**src/rtl/extint_pkg.sv**
```systemverilog
package extint_pkg;
  localparam int CFG_W  = 3;
  localparam int STRIDE = 4;

  localparam logic [1:0] GRP_CFG  = 2'd0;
  localparam logic [1:0] GRP_MASK = 2'd1;
  localparam logic [1:0] GRP_PEND = 2'd2;

  typedef enum logic [CFG_W-1:0] {
    TRIG_LOW  = 3'b000,
    TRIG_HIGH = 3'b001,
    TRIG_FALL = 3'b010,
    TRIG_RISE = 3'b011,
    TRIG_BOTH = 3'b100
  } trig_e;

  // Event on one line from its trigger code, current and previous sample.
  function automatic logic trig_hit(logic [CFG_W-1:0] code, logic cur, logic prev);
    case (code)
      TRIG_LOW:  return !cur;
      TRIG_HIGH: return cur;
      TRIG_FALL: return prev && !cur;
      TRIG_RISE: return !prev && cur;
      TRIG_BOTH: return prev ^ cur;
      default:   return 1'b0;
    endcase
  endfunction
endpackage

```
**src/rtl/extint_sync.sv**
```systemverilog
module extint_sync #(
  parameter int W = 32
) (
  input  logic         clk,
  input  logic         rst_n,
  input  logic [W-1:0] d,
  output logic [W-1:0] cur,
  output logic [W-1:0] prev
);
  logic [W-1:0] meta;

  // Two synchroniser stages, then one history stage for edge detection.
  always_ff @(posedge clk or negedge rst_n) begin
    if (!rst_n) begin
      meta <= '0;
      cur  <= '0;
      prev <= '0;
    end else begin
      meta <= d;
      cur  <= meta;
      prev <= cur;
    end
  end
endmodule

```
**src/rtl/extint_bank.sv**
```systemverilog
module extint_bank import extint_pkg::*; #(
  parameter int LANES = 8,
  parameter int DW    = 32
) (
  input  logic             clk,
  input  logic             rst_n,
  input  logic [LANES-1:0] cur,
  input  logic [LANES-1:0] prev,
  input  logic             wr_cfg,
  input  logic             wr_mask,
  input  logic             wr_pend,
  input  logic [DW-1:0]    wdata,
  output logic [DW-1:0]    cfg_word,
  output logic [LANES-1:0] mask_q,
  output logic [LANES-1:0] pend_q,
  output logic [LANES-1:0] hit,
  output logic [LANES-1:0] clr
);
  logic [LANES-1:0][CFG_W-1:0] cfg_q;

  always_ff @(posedge clk or negedge rst_n) begin
    if (!rst_n) begin
      cfg_q <= '0;
    end else if (wr_cfg) begin
      for (int i = 0; i < LANES; i++) cfg_q[i] <= wdata[i*STRIDE +: CFG_W];
    end
  end

  always_ff @(posedge clk or negedge rst_n) begin
    if (!rst_n)       mask_q <= '1;
    else if (wr_mask) mask_q <= wdata[LANES-1:0];
  end

  genvar g;
  generate
    for (g = 0; g < LANES; g++) begin : g_lane
      assign hit[g] = trig_hit(cfg_q[g], cur[g], prev[g]);
    end
  endgenerate

  assign clr = wr_pend ? wdata[LANES-1:0] : '0;

  // A set wins over a clear in the same cycle.
  always_ff @(posedge clk or negedge rst_n) begin
    if (!rst_n) pend_q <= '0;
    else        pend_q <= (pend_q & ~clr) | hit;
  end

  always_comb begin
    cfg_word = '0;
    for (int i = 0; i < LANES; i++) cfg_word[i*STRIDE +: CFG_W] = cfg_q[i];
  end
endmodule

```
**src/rtl/extint_ctrl.sv**
```systemverilog
module extint_ctrl import extint_pkg::*; #(
  parameter  int NBANK   = 4,   // at least 2
  parameter  int LANES   = 8,
  parameter  int NDIRECT = 16,
  parameter  int DW      = 32,
  localparam int NLINE   = NBANK * LANES,
  localparam int BW      = $clog2(NBANK),
  localparam int AW      = BW + 4
) (
  input  logic               clk,
  input  logic               rst_n,
  input  logic [NLINE-1:0]   pins,
  input  logic               reg_wr,
  input  logic [AW-1:0]      reg_addr,
  input  logic [DW-1:0]      reg_wdata,
  output logic [DW-1:0]      reg_rdata,
  output logic [NDIRECT-1:0] irq_line,
  output logic               irq_shared
);
  logic [BW-1:0] sel_bank;
  logic [1:0]    sel_grp;
  assign sel_bank = reg_addr[2 +: BW];
  assign sel_grp  = reg_addr[2+BW +: 2];

  logic [NLINE-1:0] cur_vec, prev_vec;
  logic [NLINE-1:0] hit_vec, clr_vec, pend_q, mask_q;
  logic [NBANK-1:0][DW-1:0] cfg_words;

  extint_sync #(.W(NLINE)) u_sync (
    .clk(clk), .rst_n(rst_n), .d(pins), .cur(cur_vec), .prev(prev_vec)
  );

  genvar b;
  generate
    for (b = 0; b < NBANK; b++) begin : g_bank
      logic sel;
      assign sel = reg_wr && (sel_bank == BW'(b));
      extint_bank #(.LANES(LANES), .DW(DW)) u_bank (
        .clk     (clk),
        .rst_n   (rst_n),
        .cur     (cur_vec[b*LANES +: LANES]),
        .prev    (prev_vec[b*LANES +: LANES]),
        .wr_cfg  (sel && sel_grp == GRP_CFG),
        .wr_mask (sel && sel_grp == GRP_MASK),
        .wr_pend (sel && sel_grp == GRP_PEND),
        .wdata   (reg_wdata),
        .cfg_word(cfg_words[b]),
        .mask_q  (mask_q[b*LANES +: LANES]),
        .pend_q  (pend_q[b*LANES +: LANES]),
        .hit     (hit_vec[b*LANES +: LANES]),
        .clr     (clr_vec[b*LANES +: LANES])
      );
    end
  endgenerate

  always_comb begin
    reg_rdata = '0;
    case (sel_grp)
      GRP_CFG:  reg_rdata = cfg_words[sel_bank];
      GRP_MASK: reg_rdata[LANES-1:0] = mask_q[sel_bank*LANES +: LANES];
      GRP_PEND: reg_rdata[LANES-1:0] = pend_q[sel_bank*LANES +: LANES];
      default:  reg_rdata = '0;
    endcase
  end

  assign irq_line   = pend_q[NDIRECT-1:0] & ~mask_q[NDIRECT-1:0];
  assign irq_shared = |(pend_q[NLINE-1:NDIRECT] & ~mask_q[NLINE-1:NDIRECT]);
endmodule

```
**config.mk**
```make
export PLATFORM = sky130hd
export DESIGN_NAME = extint_ctrl
export DESIGN_NICKNAME = d
export VERILOG_FILES = /design/src/rtl/extint_pkg.sv /design/src/rtl/extint_sync.sv /design/src/rtl/extint_bank.sv /design/src/rtl/extint_ctrl.sv
export SDC_FILE = /design/constraint.sdc
export NUM_CORES = 1
export LEC_CHECK = 0
export ABC_AREA = 1
export CORE_ASPECT_RATIO = 1.1
export CORE_MARGIN = 1.5
export CORE_UTILIZATION = 45
export CTS_BUF_LIST = sky130_fd_sc_hd__clkbuf_2 sky130_fd_sc_hd__clkbuf_4 sky130_fd_sc_hd__clkbuf_8
export DETAILED_ROUTE_END_ITERATION = 8
export GPL_ROUTABILITY_DRIVEN = 0
export PLACE_DENSITY = 0.68
export SLEW_MARGIN = 20
export SYNTH_ARGS = -nofsm -noshare
export SYNTH_HDL_FRONTEND = slang
export SYNTH_SLANG_ARGS = --single-unit
```
**constraint.sdc**
```tcl
create_clock -name clk -period 1.7 [get_ports clk]
set_input_delay 0.34 -clock clk [delete_from_list [all_inputs] [get_ports clk]]
set_output_delay 0.34 -clock clk [all_outputs]
set_load 0.005 [all_outputs]
```
==> reports/results.ini <==
[outcome]
outcome=complete, but fails checks
violations=setup timing

[worst_setup_path]
r2r_setup_slack_ps=400
cp-end-kind=primary output
r2r_start=u_sync.cur[23]$_DFF_PN0_
cp_data_required_time_ps=1360
arrival_ps=1820
crit_fanout=2
start_kind=register
ff2ff_path_depth=6
reg2reg_to=g_bank[2].u_bank.pend_q[7]$_DFF_PN0_
crit_type=reg2out

[yosys]
netlist.area_leader.share_pct=45.5
syn_area_per_cell_um2=8.49
ys_ff_latch=256
yosysWarnings=0
yosysUniqueCellTypes=30
synthTopCellsByArea=dfrtp_1, nand2_1, o21ai_0, ha_1, dfstp_2
synth_area_um2=12300
seq_area_frac_synth_pct=52.3
synthTopCellsByCount=nand2_1, dfrtp_1, inv_1, o21ai_0, nor2_1
async_flop_share_pct=100
ys.flop_type=dfrtp_1
yosys.area.top_type=dfrtp_1
synth-edff-count=0
synthCells=1452
yosysMostFrequentCell=nand2_1

[sta]
maxClockFrequency_mhz=464
fin_ws_ps=-455
drv_slew=0
period_share_pct=127
timing.setup.tns_ps=-4980
fin_worst_skew_ps=14.4
period_needed_ps=2160
fin_hold_ws_ps=208
setup_violations=32
finalHoldViolations=0
rsz0062_at_grt=yes

[finish]
syn_to_final_growth_pct=38.2
n_fill_cell=2242
fin_nets=1950
fin_cells=2201
drive_above_1_share_pct=29.3
antenna_cells=0
final_core_util_pct=63.2

[clock_tree]
clockBufferDepth=3
cts.sink_count=256
clkTransAtPathRegs_ps=60
cts_tree=built
h-tree-depth=2
numCtsBuffers=45
insertion_delay_ps=570
cts-root-buf=clkbuf_8

[grt]
grt_use_met1_pct=33.7
met2_usage_pct=43.3
grt_max_degree=57
grt_pass1_vias=11600
grt.busiest_layer=met2
grt_usage_pct=26.3
antenna_found_initial=0
grt_pass1_wl_um=58700
met3_usage_pct=4.33
grt-ovfl-total=0

[floorplan]
die-area_um2=28400
row_count=63
die_h_um=177
num_io_pins=122
die_w_um=161
core_um2=27000
start_util_pct=45.7

[routing]
drtIter0Drc=817
viasPerCell=5.15
avgRoutedWirePerCell_um=16.8
dr.pass1.iters=5
num_vias=11300
routed_wl_um=37000
ant_nets=0
drc=0

[pwr]
ir_drop_mv=0.618
p_leak_nw=8.50
p_per_area_nw_per_um2=1080

[min_path]
hold_path.startpoint=pins[18]
hold-path-cell-count=1
min_path_type=in2reg
hold_end=u_sync.meta[18]$_DFF_PN0_

[flow_run]
cap_viol_max_count=0

[placement]
io_buffers=107
dp_hpwl_um=24700
placed_cells=2036

per-layer routing:
metal  routed length (µm)  vias up
li1                     -     5402
met1                15600     5407
met2                17500      418
met3                 2320      117
met4                 1610        0
met5                    0        -
what timing repair did:
item,CTS,global route
gates resized for setup,345,36
hold buffers,1,0
buffers inserted,73,16
cloned,2,0
endpoints found under the setup margin,53,43
hold endpoints to repair,126,0
pin swaps,79,65
worst max-delay path, stage by stage, from the launching register on:
cell and delay (ps):
dfstp_2 530, inv_2 50, nand2_2 50, nand4_1 120
a21oi_1 130, nand4_1 190, buf_2 180
layout make-up:
type | instances | area [µm²] | share of cell area (%)
clock buffer | 68 | 898 | 5.27
clock inverter | 14 | 81.3 | 0.477
inverter | 221 | 847 | 4.97
multi-input combinational | 924 | 5220 | 30.6
sequential | 256 | 6450 | 37.8
tap | 357 | 447 | 2.62
timing repair buffer | 361 | 3100 | 18.2
kinds of logic after synthesis:
group                      count (synthesis)  share of synthesized area, %
AOI/OAI and AO/OA                        337                          14.7
xor gates and xnor gates                  10                         0.710
adders and majority gates                 68                          6.90
buffers and inverters                    277                          8.93
DFF                                      256                          52.3
other                                      1                        0.0304
and+or+nand+nor                          503                          16.5
stage by stage:
step / setup slack, ps / power (mW) / area [µm²]
final: -455 / 18.4 / 17000
after global routing: -552 / 19.3 / 17000
after CTS: -494 / 18.3 / 16900
after detailed placement: -1170 / 11.5 / 15000
after global placement: -1160 / 11.4 / 15000
after floorplan: 11.7 / 9.50 / 12400
where the power goes:
part	total [mW]	switching [mW]	internal [mW]
combinational	4.79	2.45	2.34
clock	6.03	2.63	3.40
sequential	7.54	0.548	6.99
sequential cells by signal, indices dropped and copies added, names as in the netlist:
register and flops:
g_bank.u_bank.cfg_word 96, g_bank.u_bank.mask_q 32, g_bank.u_bank.pend_q 32, u_sync.cur 32
u_sync.meta 32, u_sync.prev 32
how the worst max path moves through the flow:
| stage | cells after the start | startpoint | end |
|---|---|---|---|
| detailed placement | 9 | reg_addr[5] | reg_rdata[7] |
| global route | 7 | g_bank[0].u_bank.mask_q[6]$_DFFE_PN1P_ | reg_rdata[6] |
| global placement | 9 | reg_addr[5] | reg_rdata[7] |
| floorplan | 11 | reg_addr[4] | reg_rdata[2] |
| finish | 6 | g_bank[2].u_bank.mask_q[2]$_DFFE_PN1P_ | irq_shared |
| CTS | 6 | g_bank[2].u_bank.mask_q[0]$_DFFE_PN1P_ | irq_shared |
placed cells by master (no fill, tap or decap), types with 15 or more instances in the layout:
cell / netlist / final
o22ai_1: 43 / 17
inv_2: 1 / 40
buf_4: 7 / 207
o21ai_0: 201 / 195
o22ai_2: 0 / 26
dfrtp_1: 224 / 224
a21oi_1: 38 / 31
clkbuf_8: 0 / 62
buf_6: 1 / 32
buf_2: 22 / 42
inv_1: 218 / 176
nor2_1: 131 / 107
dfstp_2: 32 / 32
o21ai_1: 28 / 33
nand3_1: 81 / 81
clkdlybuf4s50_1: 0 / 59
o211ai_1: 20 / 20
nand2_1: 281 / 274
ha_1: 68 / 66
nor2_2: 3 / 15
Note: power is estimated with default switching activity, not from simulation.
